[config.mk]
export PLATFORM = sky130hd
export DESIGN_NAME = swb_commit
export DESIGN_NICKNAME = d
export VERILOG_FILES = /design/src/rtl/swb_pkg.sv /design/src/rtl/swb_decode.sv /design/src/rtl/swb_rf_map.sv /design/src/rtl/swb_exec_reg.sv /design/src/rtl/swb_commit.sv
export SDC_FILE = /design/constraint.sdc
export NUM_CORES = 1
export LEC_CHECK = 0
export BUFFER_PORTS_ARGS = -buffer_cell sky130_fd_sc_hd__buf_2
export CAP_MARGIN = 20
export CELL_PAD_IN_SITES_DETAIL_PLACEMENT = 1
export CELL_PAD_IN_SITES_GLOBAL_PLACEMENT = 1
export CORE_AREA = 2 2 129 131
export CTS_CLUSTER_DIAMETER = 60
export DETAILED_ROUTE_END_ITERATION = 7
export DIE_AREA = 0 0 131 133
export PLACE_DENSITY = 0.87
export SYNTH_ARGS = -nofsm -noshare
export SYNTH_HDL_FRONTEND = slang
export SYNTH_SLANG_ARGS = --single-unit
[constraint.sdc]
create_clock -name clk -period 5.1 [get_ports clk]
set_input_delay 1.275 -clock clk [delete_from_list [all_inputs] [get_ports clk]]
set_output_delay 1.275 -clock clk [all_outputs]
set_load 0.01 [all_outputs]
[src/rtl/swb_pkg.sv]
package swb_pkg;
  localparam int SEL_W    = 8;
  localparam int IDX_W    = 7;
  localparam int NDW_W    = 3;
  localparam int DW       = 32;
  localparam int MAX_DW   = 2;
  localparam int NUM_SGPR = 102;

  localparam logic [SEL_W-1:0] SEL_SCR_LO  = 8'd102;
  localparam logic [SEL_W-1:0] SEL_SCR_HI  = 8'd103;
  localparam logic [SEL_W-1:0] SEL_VCC_LO  = 8'd106;
  localparam logic [SEL_W-1:0] SEL_EXEC_LO = 8'd126;
  localparam logic [SEL_W-1:0] SEL_EXEC_HI = 8'd127;

  typedef enum logic [2:0] {
    DST_SGPR,
    DST_VCC,
    DST_SCR_HI,
    DST_SCR_LO,
    DST_EXEC_LO,
    DST_EXEC_HI,
    DST_MISC
  } dst_e;
endpackage

[src/rtl/swb_decode.sv]
module swb_decode
  import swb_pkg::*;
(
  input  logic             valid,
  input  logic [SEL_W-1:0] sel,
  input  logic [NDW_W-1:0] ndw,
  output dst_e             dst,
  output logic             err,
  output logic             go
);
  logic bad_width;

  always_comb begin
    if (sel < SEL_W'(NUM_SGPR))  dst = DST_SGPR;
    else if (sel == SEL_VCC_LO)  dst = DST_VCC;
    else if (sel == SEL_SCR_HI)  dst = DST_SCR_HI;
    else if (sel == SEL_SCR_LO)  dst = DST_SCR_LO;
    else if (sel == SEL_EXEC_LO) dst = DST_EXEC_LO;
    else if (sel == SEL_EXEC_HI) dst = DST_EXEC_HI;
    else                         dst = DST_MISC;
  end

  always_comb begin
    bad_width = (ndw == '0) || (ndw > NDW_W'(MAX_DW));
    if (dst == DST_EXEC_HI && ndw != NDW_W'(1)) bad_width = 1'b1;
    err = valid && bad_width;
    go  = valid && !bad_width;
  end
endmodule

[src/rtl/swb_rf_map.sv]
module swb_rf_map
  import swb_pkg::*;
(
  input  logic                         clk,
  input  logic                         rst_n,
  input  logic                         go,
  input  dst_e                         dst,
  input  logic [SEL_W-1:0]             sel,
  input  logic [NDW_W-1:0]             ndw,
  input  logic                         use_load,
  input  logic [IDX_W-1:0]             rsv_top,
  input  logic [MAX_DW*DW-1:0]         alu_data,
  input  logic [MAX_DW*DW-1:0]         ld_data,
  output logic [MAX_DW-1:0]            rf_we,
  output logic [MAX_DW-1:0][IDX_W-1:0] rf_idx,
  output logic [MAX_DW-1:0][DW-1:0]    rf_data
);
  logic             is_reg;
  logic [IDX_W-1:0] base_idx;

  always_comb begin
    is_reg = 1'b1;
    case (dst)
      DST_SGPR:   base_idx = sel[IDX_W-1:0];
      DST_VCC:    base_idx = rsv_top - IDX_W'(2);
      DST_SCR_HI: base_idx = rsv_top - IDX_W'(3);
      DST_SCR_LO: base_idx = rsv_top - IDX_W'(4);
      default: begin
        base_idx = '0;
        is_reg   = 1'b0;
      end
    endcase
  end

  for (genvar i = 0; i < MAX_DW; i++) begin : g_dw
    always_comb begin
      rf_we[i]   = go && is_reg && (ndw > NDW_W'(i));
      rf_idx[i]  = base_idx + IDX_W'(i);
      rf_data[i] = use_load ? ld_data[i*DW +: DW] : alu_data[i*DW +: DW];
    end
  end


  upper_needs_lower_chk: assert property (@(posedge clk) disable iff (!rst_n)
    rf_we[1] |-> rf_we[0]);
endmodule

[src/rtl/swb_exec_reg.sv]
module swb_exec_reg
  import swb_pkg::*;
#(
  parameter logic [2*DW-1:0] EXEC_RESET = '1
) (
  input  logic            clk,
  input  logic            rst_n,
  input  logic            wr_lo,
  input  logic            wr_hi,
  input  logic            wide,
  input  logic [2*DW-1:0] wdata,
  output logic [2*DW-1:0] mask
);
  logic [2*DW-1:0] mask_nxt;
  logic            mask_en;

  always_comb begin
    mask_en  = wr_lo || wr_hi;
    mask_nxt = mask;
    if (wr_lo && wide)  mask_nxt = wdata;
    else if (wr_lo)     mask_nxt[DW-1:0] = wdata[DW-1:0];
    else if (wr_hi)     mask_nxt[2*DW-1:DW] = wdata[DW-1:0];
  end

  always_ff @(posedge clk or negedge rst_n) begin
    if (!rst_n)       mask <= EXEC_RESET;
    else if (mask_en) mask <= mask_nxt;
  end


  lo_merge_chk: assert property (@(posedge clk) disable iff (!rst_n)
    (wr_lo && !wide) |=> (mask[2*DW-1:DW] == $past(mask[2*DW-1:DW])) &&
                         (mask[DW-1:0] == $past(wdata[DW-1:0])));

  lo_full_chk: assert property (@(posedge clk) disable iff (!rst_n)
    (wr_lo && wide) |=> mask == $past(wdata));

  hi_merge_chk: assert property (@(posedge clk) disable iff (!rst_n)
    wr_hi |=> (mask[DW-1:0] == $past(mask[DW-1:0])) &&
              (mask[2*DW-1:DW] == $past(wdata[DW-1:0])));

  hold_chk: assert property (@(posedge clk) disable iff (!rst_n)
    !(wr_lo || wr_hi) |=> $stable(mask));
endmodule

[src/rtl/swb_commit.sv]
module swb_commit
  import swb_pkg::*;
#(
  parameter logic [2*DW-1:0] EXEC_RESET = '1
) (
  input  logic                         clk,
  input  logic                         rst_n,
  input  logic                         req_valid,
  input  logic [SEL_W-1:0]             req_sel,
  input  logic [NDW_W-1:0]             req_ndw,
  input  logic                         req_load,
  input  logic [IDX_W-1:0]             rsv_top,
  input  logic [MAX_DW*DW-1:0]         alu_data,
  input  logic [MAX_DW*DW-1:0]         ld_data,
  output logic [MAX_DW-1:0]            rf_we,
  output logic [MAX_DW-1:0][IDX_W-1:0] rf_idx,
  output logic [MAX_DW-1:0][DW-1:0]    rf_data,
  output logic                         misc_we,
  output logic [SEL_W-1:0]             misc_sel,
  output logic [DW-1:0]                misc_data,
  output logic [2*DW-1:0]              exec_mask,
  output logic                         req_err
);
  dst_e dst;
  logic go;
  logic ex_lo_we;
  logic ex_hi_we;

  swb_decode u_dec (
    .valid (req_valid),
    .sel   (req_sel),
    .ndw   (req_ndw),
    .dst   (dst),
    .err   (req_err),
    .go    (go)
  );

  swb_rf_map u_map (
    .clk      (clk),
    .rst_n    (rst_n),
    .go       (go),
    .dst      (dst),
    .sel      (req_sel),
    .ndw      (req_ndw),
    .use_load (req_load),
    .rsv_top  (rsv_top),
    .alu_data (alu_data),
    .ld_data  (ld_data),
    .rf_we    (rf_we),
    .rf_idx   (rf_idx),
    .rf_data  (rf_data)
  );

  always_comb begin
    ex_lo_we  = go && (dst == DST_EXEC_LO);
    ex_hi_we  = go && (dst == DST_EXEC_HI);
    misc_we   = go && (dst == DST_MISC);
    misc_sel  = req_sel;
    misc_data = alu_data[DW-1:0];
  end

  swb_exec_reg #(.EXEC_RESET(EXEC_RESET)) u_exec (
    .clk   (clk),
    .rst_n (rst_n),
    .wr_lo (ex_lo_we),
    .wr_hi (ex_hi_we),
    .wide  (req_ndw == NDW_W'(2)),
    .wdata (alu_data),
    .mask  (exec_mask)
  );


  err_quiet_chk: assert property (@(posedge clk) disable iff (!rst_n)
    req_err |-> (rf_we == '0) && !misc_we);

  err_mask_chk: assert property (@(posedge clk) disable iff (!rst_n)
    req_err |=> $stable(exec_mask));

  idle_quiet_chk: assert property (@(posedge clk) disable iff (!rst_n)
    !req_valid |-> (rf_we == '0) && !misc_we && !req_err);

  one_target_chk: assert property (@(posedge clk) disable iff (!rst_n)
    $onehot0({rf_we[0], misc_we, ex_lo_we || ex_hi_we}));
endmodule

=== Word-level counts from Yosys, hierarchy flattened ===
Cells that the tools add are included.

* Register bits: 64
* Latch bits: 0
* RAM bits: 0
* Memory bits (read-only): 0
* Input port bits: 150
* Output and inout bits: 186
* Word-level logic and storage cells: 59
* Memories kept: 0

* Add/sub/neg operators: 4
* Multiply operators: 0
* Div/mod/pow operators: 0
* Magnitude comparators: 4
* Equality and inequality tests: 14
* Shifts and indexed selects: 0
* Muxes and demuxes: 15
* Bitwise gates (word level): 0
* Reduce and logical (&&, ||, !) cells: 20

{| class="wikitable"
|+ Operators with widths
! cell !! count
|-
| $mux W32 || 5
|-
| $mux W64 || 1
|-
| $eq A8 B7 Y1 const B || 5
|-
| $pmux W7 S4 || 1
|-
| $mux W3 || 5
|-
| $sub A7 B2 Y7 const B || 2
|-
| $logic_and A1 B1 Y1 || 10
|-
| $eq A3 B2 Y1 const B || 3
|-
| $eq A3 B3 Y1 const B || 3
|-
| $lt A8 B7 Y1 const B || 1
|-
| $add A7 B1 Y7 const B || 1
|-
| $sub A7 B3 Y7 const B || 1
|-
| $gt A3 B1 Y1 const B || 2
|-
| $logic_not A3 Y1 || 2
|-
| $reduce_bool A2 Y1 || 2
|-
| $reduce_or A4 Y1 || 1
|-
| $eq A3 B1 Y1 const B || 1
|-
| $gt A3 B2 Y1 const B || 1
|-
| $ne A3 B1 Y1 const B || 1
|-
| $reduce_and A3 Y1 || 1
|-
| $logic_or A1 B1 Y1 || 2
|-
| $mux W1 || 2
|-
| $mux W2 || 1
|-
| $ne A2 B2 Y1 const B || 1
|-
| 2 further kinds || 2
|}

=== Depth between registers and ports, before layout ===
Gate-level depths: netlist of run 1.

* Word-level depth: 16
* Gate-level depth with buffers: 10
* Gate-level depth less buffers: 8

=== By module ===
A second synthesis of run 1 with hierarchy kept.

* Cells, all modules: 427
* Area, all modules: 5167.5 um2

{| class="wikitable"
|+ Modules (own cells, without submodules)
! module !! instances !! cells an instance !! area an instance (um2) !! sequential area each (um2)
|-
| swb_exec_reg || 1 || 207 || 3303.2 || 1681.6
|-
| swb_rf_map || 1 || 155 || 1386.3 || 0.0
|-
| swb_commit || 1 || 44 || 342.8 || 0.0
|-
| swb_decode || 1 || 21 || 135.1 || 0.0
|}

=== Worst setup path before layout of run 1 ===
No wires, ideal clock.

* Path kind: input-to-output
* From: input req_sel[7]
* To: output rf_idx[13] in the netlist's numbering
* Data arrival time: 3.223 ns
* Setup slack: 0.602 ns
* Stages: 7
* Buffers on the path: 0
* Path through: nand4b_2 -> or4b_4 -> o221ai_1 -> ha_1 -> nand3_1 -> nor3_1 -> xor2_1

{| class="wikitable"
|+ RTL lines
! element !! RTL line !! source
|-
| from (decl) || swb_commit.sv:9 || <nowiki>input logic [SEL_W-1:0] req_sel,</nowiki>
|-
| to (decl) || swb_commit.sv:16 || <nowiki>output logic [MAX_DW-1:0][IDX_W-1:0] rf_idx,</nowiki>
|}

==> results of run 1 <==
[cell families (layout without fill, tap and decap cells)]
family | count (synthesis) | count (layout) | share of synthesized area
AOI/OAI and AO/OA | 67 | 67 | 0.106
DFF | 64 | 64 | 0.366
buffers and inverters | 79 | 367 | 0.102
adders and majority gates | 5 | 5 | 0.0136
xor gates and xnor gates | 13 | 13 | 0.0248
muxes | 115 | 115 | 0.277
and+or+nand+nor | 100 | 100 | 0.110
[layer usage]
layer	vias up	routed length, um	share of wire
met5	-	0	0
met4	0	310	0.017
met3	16	1410	0.077
met2	218	9300	0.51
met1	2240	7260	0.40
li1	2125	-	-
[per-stage QoR]
stage	area (um^2)	std cells	power, mW	setup WS (ns)
after detailed placement	6190	935	0.864	0.328
after global placement	6190	935	0.856	0.365
after global routing	6550	951	1.67	0.154
after CTS	6550	951	1.63	0.323
after floorplan	4590	443	0.702	0.602
final	6550	951	1.60	0.334
[cells in the mapped netlist, types with 5 or more instances]
cell,instances
a211oi_1,5
a21oi_1,21
a22oi_1,14
buf_2,10
buf_4,40
clkbuf_1,19
dfstp_2,64
ha_1,5
inv_1,9
mux2_2,97
mux2i_1,18
nand2_1,35
nor2_1,25
nor3_1,8
xnor2_1,9
[path summary, 6_finish.rpt]
kind,endpoint,start,slack [ns],cells past startpoint
max,rf_idx[13],req_sel[3],0.33,10
min,u_exec.mask[39],u_exec.mask[39],0.45,2
max reg2reg,u_exec.mask[57],u_exec.mask[57],4.24,2
min reg2reg,u_exec.mask[39],u_exec.mask[39],0.45,2
max in group asynchronous,u_exec.mask[33],rst_n,3.17,2
min in group asynchronous,u_exec.mask[23],rst_n,1.32,1
[critical path, delay by kind of cell]
kind	cells	cell delay [ns]
xor gates and xnor gates	1	0.17
and+or+nand+nor	4	0.91
AOI/OAI and AO/OA	2	0.58
buffers and inverters	2	0.38
adders and majority gates	1	0.17
[power breakdown]
part / switching, mW / internal, mW
Sequential: 0.00371 / 0.522
Clock: 0.249 / 0.494
Combinational: 0.180 / 0.151
[layout make-up]
type / instances / area share
tap: 220 / 0.0420
sequential: 64 / 0.257
timing repair buffer: 342 / 0.268
inverter: 9 / 0.00516
clock inverter: 6 / 0.0176
multi-input combinational: 300 / 0.374
clock buffer: 10 / 0.0365
==> run metrics, run 1 <==
worst path arrival time 3.49 ns; post-CTS setup buffers 0; port bufs 335; largest net degree at the start of global routing 65; GR Layer Usage met3 0.0534; vias 4599; crit path max-delay cell type or3b_2; Reg clk slew, reported paths 0.06 ns; GRT overflow 0; Crit path top cell by count buf_2; Mapped Area 4590 um^2; Final ANT Viol Nets 0; Worst setup EP type output pin; WS Path Type in2out; Final Critical Period 4.77 ns; final hold vios 0; vias in the first global route 4697; Setup crit start kind input port; type of the tightest min-delay check reg2reg; Post-Route Utilization 0.405; share of the synthesized area in the top cell type 0.366; Worst Max-Slew Pin Slew 1.01 ns; Reg with most FFs u_exec.mask; crit share post-route 0.935; area delta synth->final 42.7%; average size of a mapped cell 10.4 um^2; wire length reported by the detailed router 18.3 mm; GRT Util Overall 0.201; row count 47; drt initial violations 218; VDD IR-drop max approximately 160 uV; Post-CTS Resized 0; Post-Syn Instances 443; # H-tree levels 3; met2 GRT Util 0.355; Clock Skew 0 ns; commonest cells after routing, fill and taps aside 335 x buf_2, 97 x mux2_2, 64 x dfstp_2; Main synth FF type dfstp_2; final hold slack 0.453 ns; FMAX 0.210 GHz; asr flop ratio synth 1.00; First-pass DRT Iterations 4; Synth area leaders dfstp_2 37%, mux2_2 24%, buf_4 6.5%, mux2i_1 3.9%, nand2_1 2.9%; Die W roughly 130 um; commonest non-fill, non-tap cell in the layout buf_2; count of unique library cells instantiated by Yosys 52; Top Usage Layer GRT met2; # nets final 881; worst-path cell chain buf_2 -> or3b_2 -> a211oi_1 -> o2111a_1 -> or2_2 -> ha_1 -> nand3_1 -> nor3_1 -> xor2_1 -> buf_2; RSZ-0062 raised after global routing false; IO Count 336; Top Registers u_exec.mask x64; crit-path max cell delay ~0.47 ns; EDFF count, synth 0; routability cong. 0.850; Slew HR 0.325; CTS max path bufs 2; total CTS buffers 9; Root Driver clkbuf_16; Antenna Diode Count 0; Die ar. approximately 17000 um^2; Power Density 244 nW/um^2; initial antenna violation count 0; FF+latch area 1680 um^2; number of synthesized register bits 64; Post-CTS Hold Buffers 0; share of layout cells above drive strength 1 0.726; Die Span Y 133 um; DP HPWL 14.5 mm; DRC Markers 0; final setup fails 0; worst skew pair latency 0.33 ns; Max Cap Viol 0; clk sinks 64; CP max FO 17; global-route wire length before repair 26.2 mm; Slew Viols, Final 0; CTS tree done; TNS Setup 0 ns; area occupied by multi-input gates 2450 um^2; Fillers roughly 2000; met1 usage 0.235; post-synthesis sequential area ratio 0.366; Ys Warns 0; Req. time, crit path approximately 3.8 ns; leakage power 3.30 nW; max FFs per register 64; status complete, no violations; Starting Density 0.284; largest area contributor in the netlist dfstp_2; area of the core 16200 um^2; DR WL/cell 19.2 um; Synth Net Count ~600; vias per cell approximately 4.8
Power figures use the tool's default switching activity.
==> run 2, diff against run 1 <==
PLACE_DENSITY = default   (was 0.87)
PLACE_DENSITY_LB_ADDON = 0.2   (was default)
==> run 2 against run 1 <==
Effect of this change:
- non-clock buffer count grew 1
- final cell count rose by 0.21%
- sequential power about the same
- power is 10% lower
- setup slack worse by 0.021 ns
- flip-flop and latch count unchanged
- highest routed layer is now met5
- combinational power shrank 1%
- wire length is essentially flat
- global-route usage rose by 0.31 points
- largest power group unchanged
==> run metrics, run 2 (synthesized netlist as in run 1, its figures left out) <==
status complete, no violations; type of the tightest min-delay check reg2reg; vias roughly 4500; Die W 131 um; row count 47; DRC Markers 0; Max Cap Viol 0; First-pass DRT Iterations 5; Slew HR 0.325; Root Driver clkbuf_16; # nets final 882; commonest non-fill, non-tap cell in the layout buf_2; Reg clk slew, reported paths approximately 0.06 ns; Worst setup EP type output pin; total CTS buffers 9; Post-CTS Hold Buffers 0; Worst R2R Path Depth 2; Final Critical Period 4.79 ns; FF-to-FF setup slack 4.23 ns; CTS max path bufs 2; r2r endpoint u_exec.mask[60]; CTS tree done; vias per cell 4.74; initial antenna violation count 2; Die ar. 17400 um^2; Worst Max-Slew Pin Slew 1.01 ns; Reg with most FFs u_exec.mask; Setup crit start kind input port; CP max FO 17; total power 1.44 mW; largest net degree at the start of global routing slightly above 50; Worst Setup EP rf_idx[13]; TNS Setup 0 ns; WS Path Type in2out; Critical R2R Launch u_exec.mask[60]; RSZ-0062 raised after global routing false; clk sinks 64; routability cong. 0.814; # H-tree levels 3; final hold vios 0; vias in the first global route 4653; Post-CTS Resized 0; drt initial violations 115; CP Launch Point req_sel[3]; DP HPWL approximately 15 mm; Post-Place Worst Slack around 0.32 ns; Final ANT Viol Nets 0; worst path arrival time 3.51 ns; Req. time, crit path between 3 and 4 ns; leakage power 3.27 nW; post-CTS setup buffers 0; DR WL/cell about 19 um; FMAX 0.209 GHz; GRT overflow 0; area of the core 16200 um^2; VDD IR-drop max 131 uV; final setup fails 0; Top Registers u_exec.mask x64; commonest cells after routing, fill and taps aside 335 x buf_2, 97 x mux2_2, 64 x dfstp_2; wire length reported by the detailed router 18.3 mm; Starting Density 0.284; Die Span Y ~130 um; Fillers a little under 2000; port bufs 335; Clock Skew 0 ns; area delta synth->final 41.2%; global-route wire length before repair 26.9 mm; setup ws final 0.313 ns; max FFs per register 64; worst skew pair latency 0.33 ns; share of layout cells above drive strength 1 0.724; IO Count roughly 340; crit share post-route 0.939; Slew Viols, Final 0; GRT Util Overall 0.204; Power Density 222 nW/um^2
## run 2: cell count changes in the layout (fill, tap and decap cells not counted), sizes merged
cell	previous run	this run
buf	342	343
bufinv	3	0
clkinv	1	3
inv	10	9
clkbuf	10	12
diode	0	1
## run 2: power by group
part,internal (mW),switching [mW],total (mW)
Clock,0.344,0.239,0.582
Sequential,0.523,0.00352,0.526
Combinational,0.151,0.176,0.327
Total,1.02,0.419,1.44
## run 2: final cells by class
| type | instances | area, um^2 | area share |
|---|---|---|---|
| timing repair buffer | 343 | 1760 | 0.272 |
| clock buffer | 12 | 246 | 0.0380 |
| inverter | 9 | 33.8 | 0.00521 |
| antenna | 1 | 2.50 | 0.000386 |
| tap | 220 | 275 | 0.0425 |
| sequential | 64 | 1680 | 0.259 |
| multi-input combinational | 300 | 2450 | 0.378 |
| clock inverter | 4 | 30.0 | 0.00463 |
## run 2: worst min path at each step
stage / startpoint / end / slack (ns) / depth (start not counted)
global placement: u_exec.mask[59] / u_exec.mask[59] / 0.44 / 2
detailed placement: u_exec.mask[46] / u_exec.mask[46] / 0.45 / 2
floorplan: u_exec.mask[34] / u_exec.mask[34] / 0.46 / 2
CTS: u_exec.mask[46] / u_exec.mask[46] / 0.46 / 2
finish: u_exec.mask[46] / u_exec.mask[46] / 0.45 / 2
global route: u_exec.mask[46] / u_exec.mask[46] / 0.47 / 2
## run 2: layer usage
metal / routed length [um] / track usage
met1: 7470 / 0.248
met2: 9200 / 0.351
met3: 1360 / 0.0598
met4: 238 / 0.0473
met5: 10 / 0
## run 2: metrics by stage
step	instances	hold WS [ns]	cell area, um^2	util
after global routing	952	0.468	6480	0.401
after floorplan	443	0.460	4590	-
after CTS	952	0.455	6480	0.401
after detailed placement	936	0.447	6200	0.384
final	953	0.451	6480	0.401
after global placement	936	0.442	6200	0.384
## run 2: worst max-delay path: stages
cell and delay (ns):
buf_2 0.25, or3b_2 0.47, a211oi_1 0.34, o2111a_1 0.26, or2_2 0.14, ha_1 0.18, nand3_1 0.11, nor3_1 0.19
xor2_1 0.16, buf_2 0.15
